## src/rtl/pfor_pkg.sv

```systemverilog
package pfor_pkg;
  typedef enum logic [2:0] {
    ST_IDLE,
    ST_DECODE,
    ST_PATCH,
    ST_DELTA,
    ST_DONE
  } dec_state_e;
endpackage

```

## src/rtl/pfor_regfile.sv

```systemverilog
module pfor_regfile #(
  parameter int W     = 32,
  parameter int DEPTH = 64,
  parameter int NRD   = 1,
  localparam int AW   = (DEPTH > 1) ? $clog2(DEPTH) : 1
) (
  input  logic                    clk_i,
  input  logic                    we_i,
  input  logic [AW-1:0]           waddr_i,
  input  logic [W-1:0]            wdata_i,
  input  logic [NRD-1:0][AW-1:0]  raddr_i,
  output logic [NRD-1:0][W-1:0]   rdata_o
);
  logic [W-1:0] mem_q [DEPTH];

  always_ff @(posedge clk_i) begin
    if (we_i) mem_q[waddr_i] <= wdata_i;
  end

  for (genvar r = 0; r < NRD; r++) begin : g_rd
    assign rdata_o[r] = mem_q[raddr_i[r]];
  end
endmodule

```

## src/rtl/pfor_ctrl.sv

```systemverilog
module pfor_ctrl
  import pfor_pkg::*;
#(
  parameter int CODE_W  = 3,
  parameter int DATA_W  = 32,
  parameter int MAX_N   = 64,
  parameter int MAX_EXC = 16,
  localparam int AW  = $clog2(MAX_N),
  localparam int CW  = $clog2(MAX_N + 1),
  localparam int EW  = $clog2(MAX_EXC),
  localparam int ECW = $clog2(MAX_EXC + 1),
  localparam int NW  = CW + CODE_W + 1
) (
  input  logic              clk_i,
  input  logic              rst_ni,
  input  logic              start_i,
  input  logic [DATA_W-1:0] base_i,
  input  logic [CW-1:0]     first_i,
  input  logic [CW-1:0]     count_i,
  input  logic [ECW-1:0]    exc_num_i,
  input  logic              delta_i,
  output logic [AW-1:0]     code_raddr_o,
  input  logic [CODE_W-1:0] code_rdata_i,
  output logic [EW-1:0]     exc_raddr_o,
  input  logic [DATA_W-1:0] exc_rdata_i,
  output logic              out_we_o,
  output logic [AW-1:0]     out_waddr_o,
  output logic [DATA_W-1:0] out_wdata_o,
  output logic [AW-1:0]     out_raddr_o,
  input  logic [DATA_W-1:0] out_rdata_i,
  output logic              busy_o,
  output logic              done_o,
  output logic              in_patch_o,
  output logic [CW-1:0]     cur_o,
  output logic [ECW-1:0]    exc_ptr_o,
  output logic [CW-1:0]     count_o
);
  dec_state_e st_q, st_d;
  logic [CW-1:0]     idx_q, idx_d;
  logic [CW-1:0]     cur_q, cur_d;
  logic [ECW-1:0]    exc_q, exc_d;
  logic [CW-1:0]     cnt_q, cnt_d;
  logic [CW-1:0]     first_q, first_d;
  logic [DATA_W-1:0] base_q, base_d;
  logic [DATA_W-1:0] acc_q, acc_d;
  logic              delta_q, delta_d;

  logic [NW-1:0]     nxt;
  logic              last_idx;
  logic [DATA_W-1:0] code_ext;
  logic [DATA_W-1:0] sum;
  logic [ECW-1:0]    exc_m1;
  logic              accept;

  assign code_ext = {{(DATA_W-CODE_W){1'b0}}, code_rdata_i};
  assign nxt      = {{(NW-CW){1'b0}}, cur_q} + {{(NW-CODE_W){1'b0}}, code_rdata_i} + NW'(1);
  assign last_idx = (idx_q == cnt_q - CW'(1));
  assign sum      = acc_q + out_rdata_i;
  assign exc_m1   = exc_q - ECW'(1);
  assign accept   = start_i && (st_q == ST_IDLE || st_q == ST_DONE);

  assign code_raddr_o = (st_q == ST_PATCH) ? cur_q[AW-1:0] : idx_q[AW-1:0];
  assign exc_raddr_o  = exc_m1[EW-1:0];
  assign out_raddr_o  = idx_q[AW-1:0];

  always_comb begin
    st_d        = st_q;
    idx_d       = idx_q;
    cur_d       = cur_q;
    exc_d       = exc_q;
    cnt_d       = cnt_q;
    first_d     = first_q;
    base_d      = base_q;
    acc_d       = acc_q;
    delta_d     = delta_q;
    out_we_o    = 1'b0;
    out_waddr_o = idx_q[AW-1:0];
    out_wdata_o = base_q + code_ext;

    unique case (st_q)
      ST_IDLE, ST_DONE: begin
        if (accept) begin
          cnt_d   = count_i;
          first_d = first_i;
          base_d  = base_i;
          exc_d   = exc_num_i;
          delta_d = delta_i;
          idx_d   = '0;
          acc_d   = '0;
          st_d    = (count_i == '0) ? ST_DONE : ST_DECODE;
        end
      end
      ST_DECODE: begin
        out_we_o = 1'b1;
        if (last_idx) begin
          idx_d = '0;
          if (first_q < cnt_q) begin
            cur_d = first_q;
            st_d  = ST_PATCH;
          end else begin
            st_d = delta_q ? ST_DELTA : ST_DONE;
          end
        end else begin
          idx_d = idx_q + CW'(1);
        end
      end
      ST_PATCH: begin
        out_we_o    = 1'b1;
        out_waddr_o = cur_q[AW-1:0];
        out_wdata_o = exc_rdata_i;
        exc_d       = exc_m1;
        if (nxt >= {{(NW-CW){1'b0}}, cnt_q}) begin
          st_d = delta_q ? ST_DELTA : ST_DONE;
        end else begin
          cur_d = nxt[CW-1:0];
        end
      end
      ST_DELTA: begin
        out_we_o    = 1'b1;
        out_wdata_o = sum;
        acc_d       = sum;
        if (last_idx) st_d = ST_DONE;
        else          idx_d = idx_q + CW'(1);
      end
      default: st_d = ST_IDLE;
    endcase
  end

  always_ff @(posedge clk_i or negedge rst_ni) begin
    if (!rst_ni) begin
      st_q    <= ST_IDLE;
      idx_q   <= '0;
      cur_q   <= '0;
      exc_q   <= '0;
      cnt_q   <= '0;
      first_q <= '0;
      base_q  <= '0;
      acc_q   <= '0;
      delta_q <= 1'b0;
    end else begin
      st_q    <= st_d;
      idx_q   <= idx_d;
      cur_q   <= cur_d;
      exc_q   <= exc_d;
      cnt_q   <= cnt_d;
      first_q <= first_d;
      base_q  <= base_d;
      acc_q   <= acc_d;
      delta_q <= delta_d;
    end
  end

  assign busy_o     = (st_q == ST_DECODE) || (st_q == ST_PATCH) || (st_q == ST_DELTA);
  assign done_o     = (st_q == ST_DONE);
  assign in_patch_o = (st_q == ST_PATCH);
  assign cur_o      = cur_q;
  assign exc_ptr_o  = exc_q;
  assign count_o    = cnt_q;
endmodule

```

## src/rtl/pfor_decoder.sv

```systemverilog
module pfor_decoder #(
  parameter int CODE_W  = 3,
  parameter int DATA_W  = 32,
  parameter int MAX_N   = 64,
  parameter int MAX_EXC = 16,
  localparam int AW  = $clog2(MAX_N),
  localparam int CW  = $clog2(MAX_N + 1),
  localparam int EW  = $clog2(MAX_EXC),
  localparam int ECW = $clog2(MAX_EXC + 1)
) (
  input  logic              clk_i,
  input  logic              rst_ni,
  input  logic              code_we_i,
  input  logic [AW-1:0]     code_waddr_i,
  input  logic [CODE_W-1:0] code_wdata_i,
  input  logic              exc_we_i,
  input  logic [EW-1:0]     exc_waddr_i,
  input  logic [DATA_W-1:0] exc_wdata_i,
  input  logic              start_i,
  input  logic [DATA_W-1:0] base_i,
  input  logic [CW-1:0]     first_i,
  input  logic [CW-1:0]     count_i,
  input  logic [ECW-1:0]    exc_num_i,
  input  logic              delta_i,
  output logic              busy_o,
  output logic              done_o,
  input  logic [AW-1:0]     rd_addr_i,
  output logic [DATA_W-1:0] rd_data_o
);
  logic [AW-1:0]     code_raddr;
  logic [CODE_W-1:0] code_rdata;
  logic [EW-1:0]     exc_raddr;
  logic [DATA_W-1:0] exc_rdata;
  logic              out_we;
  logic [AW-1:0]     out_waddr;
  logic [DATA_W-1:0] out_wdata;
  logic [AW-1:0]     out_raddr;
  logic [1:0][AW-1:0]     out_ra;
  logic [1:0][DATA_W-1:0] out_rd;
  logic              in_patch;
  logic [CW-1:0]     cur;
  logic [ECW-1:0]    exc_ptr;
  logic [CW-1:0]     count_q;

  pfor_regfile #(.W(CODE_W), .DEPTH(MAX_N), .NRD(1)) u_code (
    .clk_i   (clk_i),
    .we_i    (code_we_i),
    .waddr_i (code_waddr_i),
    .wdata_i (code_wdata_i),
    .raddr_i (code_raddr),
    .rdata_o (code_rdata)
  );

  pfor_regfile #(.W(DATA_W), .DEPTH(MAX_EXC), .NRD(1)) u_exc (
    .clk_i   (clk_i),
    .we_i    (exc_we_i),
    .waddr_i (exc_waddr_i),
    .wdata_i (exc_wdata_i),
    .raddr_i (exc_raddr),
    .rdata_o (exc_rdata)
  );

  assign out_ra[0] = out_raddr;
  assign out_ra[1] = rd_addr_i;

  pfor_regfile #(.W(DATA_W), .DEPTH(MAX_N), .NRD(2)) u_out (
    .clk_i   (clk_i),
    .we_i    (out_we),
    .waddr_i (out_waddr),
    .wdata_i (out_wdata),
    .raddr_i (out_ra),
    .rdata_o (out_rd)
  );

  assign rd_data_o = out_rd[1];

  pfor_ctrl #(
    .CODE_W (CODE_W),
    .DATA_W (DATA_W),
    .MAX_N  (MAX_N),
    .MAX_EXC(MAX_EXC)
  ) u_ctrl (
    .clk_i        (clk_i),
    .rst_ni       (rst_ni),
    .start_i      (start_i),
    .base_i       (base_i),
    .first_i      (first_i),
    .count_i      (count_i),
    .exc_num_i    (exc_num_i),
    .delta_i      (delta_i),
    .code_raddr_o (code_raddr),
    .code_rdata_i (code_rdata),
    .exc_raddr_o  (exc_raddr),
    .exc_rdata_i  (exc_rdata),
    .out_we_o     (out_we),
    .out_waddr_o  (out_waddr),
    .out_wdata_o  (out_wdata),
    .out_raddr_o  (out_raddr),
    .out_rdata_i  (out_rd[0]),
    .busy_o       (busy_o),
    .done_o       (done_o),
    .in_patch_o   (in_patch),
    .cur_o        (cur),
    .exc_ptr_o    (exc_ptr),
    .count_o      (count_q)
  );
endmodule

```

## config.mk

```make
export PLATFORM = sky130hd
export DESIGN_NAME = pfor_decoder
export DESIGN_NICKNAME = d
export VERILOG_FILES = /design/src/rtl/pfor_pkg.sv /design/src/rtl/pfor_regfile.sv /design/src/rtl/pfor_ctrl.sv /design/src/rtl/pfor_decoder.sv
export SDC_FILE = /design/constraint.sdc
export NUM_CORES = 2
export LEC_CHECK = 0
export ABC_CLOCK_PERIOD_IN_PS = 7510
export BUFFER_PORTS_ARGS = -buffer_cell sky130_fd_sc_hd__buf_2
export CORE_MARGIN = 2
export CORE_UTILIZATION = 57
export DETAILED_ROUTE_END_ITERATION = 8
export PLACE_DENSITY_LB_ADDON = 0.2
export SETUP_SLACK_MARGIN = 0.4
export SKIP_CTS_REPAIR_TIMING = 1
export SLEW_MARGIN = 20
export SYNTH_ARGS = -nofsm -noshare
export SYNTH_HDL_FRONTEND = slang
export SYNTH_SLANG_ARGS = --single-unit
```

## constraint.sdc

```tcl
create_clock -name clk_i -period 7.51 [get_ports clk_i]
set_input_delay 0 -clock clk_i [delete_from_list [all_inputs] [get_ports clk_i]]
set_output_delay 0 -clock clk_i [all_outputs]
set_load 0.01 [all_outputs]
```

==> flow_summary_export.csv <==
group,metric,value,unit
worst_setup_path,crit_arrival,7.78,ns
yosys,yosys_warnings,0,
yosys,synthMuxAreaShare,26.4,%
yosys,synth_compound_area_share,2.09,%
yosys,synthSimpleGateAreaFrac,2.34,%
final_layout,drive_above_1_share,35.8,%
clock_tree,cts_buffers,306,
global_routing,grt_usage,32.8,%
yosys,netlist.area_leader.share,64.6,%
global_routing,overflow,0,
worst_setup_path,worstPathRequired,8.32,ns
yosys,synth-xor-area-share,0.500,%
clock_tree,cts-root-buf,"clkbuf_16",
sta,drv_slew,0,
final_layout,layout.nets,6741,
yosys,ys_seq_elements,2852,
global_routing,grt_antenna_before_repair,23,
sta,setup_viol,0,
sta,tightest_slew,1.25,ns
placed_design,hpwlAfterDp,211,mm
final_layout,final_common_cell,"edfxtp_1",
yosys,synthAdderAreaFrac,0.575,%
floorplan,die_width,478,um
sta,finClkSkew,0.0720,ns
clock_tree,cts_tree,"yes",
yosys,avgSynthCellArea,21.1,um2
floorplan,die_area,228000,um2
worst_setup_path,critPathLaunchType,"flip-flop",
placed_design,place_inst,8996,
final_layout,final_cell_mix,"edfxtp_1, mux4_2, clkbuf_16",
routing,via_per_inst,7.36,
yosys,yosys.area.top_type,"edfxtp_1",
status,status,"finished, violations left",
yosys,synth_top_family_by_area,"multiplexers",
sta,hold_violations,15,
yosys,syn_nets,6234,
routing,antenna_left,0,
final_layout,syn2layout_area_growth,13.8,%
final_layout,utilization,65.4,%
routing,drt-wirelength-per-cell,38.8,um
yosys,synth_cell_type_count,75,
placed_design,gp_congestion,0.885,
min_path,hp-class,"in -> reg",
floorplan,coreArea,223000,um2
sta,min_period_over_period,92.9,%
worst_setup_path,crit_fanout,30,
sta,layout_min_cycle_time,6.97,ns
run,maxCapViolations,0,
sta,max_slew_margin,15.8,%
placed_design,dp_slack,0.499,ns
routing,drt_iter0_drc,11538,
global_routing,grt_max_degree,117,
yosys,synthesis.area,128000,um2
clock_tree,clk_path_buf_depth,4,
pwr,vdd_drop_max,0.257,mV
clock_tree,htree_num_levels,5,
routing,vias,71967,
yosys,synthCells,6069,
floorplan,rows,173,
worst_setup_path,crit_type,"reg -> reg",
routing,wirelength,379,mm
floorplan,die_height,478,um
yosys,ys_seq_area_share,66.5,%
yosys,synth-edff-count,2752,
pwr,powerDensity,222,nW/um2
placed_design,port_buffers,140,
routing,dr.pass1.iters,5,
sta,fin_ws,0.536,ns
sta,fmax,143,MHz
global_routing,grt_pass1_vias,70282,
yosys,synthFlopType,"edfxtp_1",
global_routing,grt_pass1_wl,524,mm
worst_setup_path,cp-end-kind,"flip-flop",
routing,drc_errors,0,
status,violations,"negative hold slack",
sta,setup_tns,0,ns
sta,grt_setup_unrepaired,"no",
yosys,synth_area_leaders,"edfxtp_1, mux4_2, dfrtp_1, nand2_1, clkbuf_1",
final_layout,final_cells,9775,
yosys,synthArstFlopShare,3.51,%
pwr,power_leakage,40.3,nW
floorplan,initial_core_util,57.4,%
floorplan,io_pins,142,
clock_tree,clk_pin_slew,0.07,ns
clock_tree,worstSkewPairLatency,0.96,ns
clock_tree,cts_sinks,2852,
sta,hold_slack,-0.00144,ns
[metal layers]
metal / part of all wire [%] / up-vias / global-route usage (%)
met5: 0.030 / - / 0
met4: 4.1 / 18 / 11.7
met3: 13 / 817 / 8.97
met2: 47 / 5414 / 50.2
met1: 35 / 38337 / 46.1
li1: - / 27381 / -
[cell usage after synthesis (5+ instances only)]
cell type / number
clkbuf_1: 229
a211oi_1: 16
buf_1: 31
o21bai_1: 6
mux2_2: 39
nor4_1: 17
nor2_1: 190
a221o_1: 5
nand3_1: 42
a211o_1: 5
and3_1: 5
mux4_2: 1453
mux2i_1: 65
xnor2_1: 45
xor2_1: 28
ha_1: 54
nor2b_1: 18
or3_1: 5
nand4_1: 14
edfxtp_1: 2752
nand2_1: 284
o22a_1: 13
buf_2: 153
o221ai_1: 28
dfrtp_1: 100
buf_4: 8
o22ai_1: 84
o21ai_0: 83
nand3b_1: 14
nor3_1: 34
nand2b_1: 13
o31ai_1: 6
a21oi_1: 67
inv_1: 27
o21ai_1: 12
a22o_1: 13
and2_1: 5
a21o_1: 31
nand2_2: 8
[sequential cells by signal, indices dropped and copies added (netlist names)]
name,cells
u_code.mem_q,192
u_ctrl.acc_q,32
u_ctrl.base_q,32
u_ctrl.count_o,7
u_ctrl.cur_o,7
u_ctrl.delta_q,1
u_ctrl.exc_ptr_o,4
u_ctrl.first_q,7
u_ctrl.idx_q,7
u_ctrl.st_q,3
u_exc.mem_q,512
u_out.mem_q,2048
[logic make-up (layout without fill, tap and decap cells)]
logic type / Yosys count / count (layout)
other: 0 / 11
DFF: 2852 / 2852
buffers and inverters: 451 / 1169
adders and majority gates: 57 / 57
xor gates and xnor gates: 73 / 73
muxes: 1558 / 1558
and+or+nand+nor: 672 / 674
AOI/OAI and AO/OA: 406 / 406
[power breakdown]
part	switching, mW	internal (mW)
logic	0.437	0.301
clock network	6.09	8.23
registers	0.0162	17.3
total	6.55	25.8
[worst max-delay path, stage by stage (launching register included)]
cell       delay, ns
dfrtp_4         0.80
o31ai_2         0.86
nand2_4         0.29
buf_4           0.26
o22ai_1         0.19
nor4_1          0.10
o22ai_1         0.23
nor4_2          0.08
buf_4           0.15
ha_1            0.21
fa_1            0.47
xor2_1          0.27
nand3_1         0.19
o21ai_0         0.21
o2bb2ai_1       0.17
nand2_1         0.10
xnor2_1         0.30
ha_1            0.32
a21o_1          0.19
a211o_1         0.29
a41oi_1         0.15
o21ai_0         0.27
a21o_2          0.36
o21ai_0         0.22
o21ai_0         0.12
[final timing paths]
kind	start	end	slack, ns	depth (start not counted)
setup / recovery	u_ctrl.idx_q[1]	u_ctrl.cur_o[6]	0.54	24
hold / removal	exc_wdata_i[28]	u_exc.mem_q[5][28]	-0.001	2
setup reg to reg	u_ctrl.idx_q[1]	u_ctrl.cur_o[6]	0.54	24
hold reg to reg	u_ctrl.acc_q[17]	u_ctrl.acc_q[17]	0.49	2
max in group asynchronous	rst_ni	u_ctrl.exc_ptr_o[0]	6.26	4
min in group asynchronous	rst_ni	u_ctrl.base_q[5]	0.30	4
[per-stage QoR]
step / hold slack [ns] / power, mW / cell area, um2
finish: -0.00144 / 32.4 / 146000
global route: -0.00816 / 33.1 / 146000
CTS: -0.946 / 32.4 / 143000
detailed placement: 0.0608 / 18.3 / 134000
global placement: 0.0577 / 18.3 / 134000
floorplan: -0.296 / 18.0 / 128000
[layout make-up]
| cell class | instances | area, um2 |
|---|---|---|
| diodes | 11 | 27.5 |
| clock buffers | 382 | 8060 |
| clock inverters | 139 | 1180 |
| fillers | 14197 | 77100 |
| inverters | 27 | 101 |
| multi-input cells | 2768 | 42000 |
| flip-flops and latches | 2852 | 85200 |
| well taps | 2975 | 3720 |
| repair buffers | 621 | 5380 |
No activity file was read; power rests on OpenSTA's default activity.
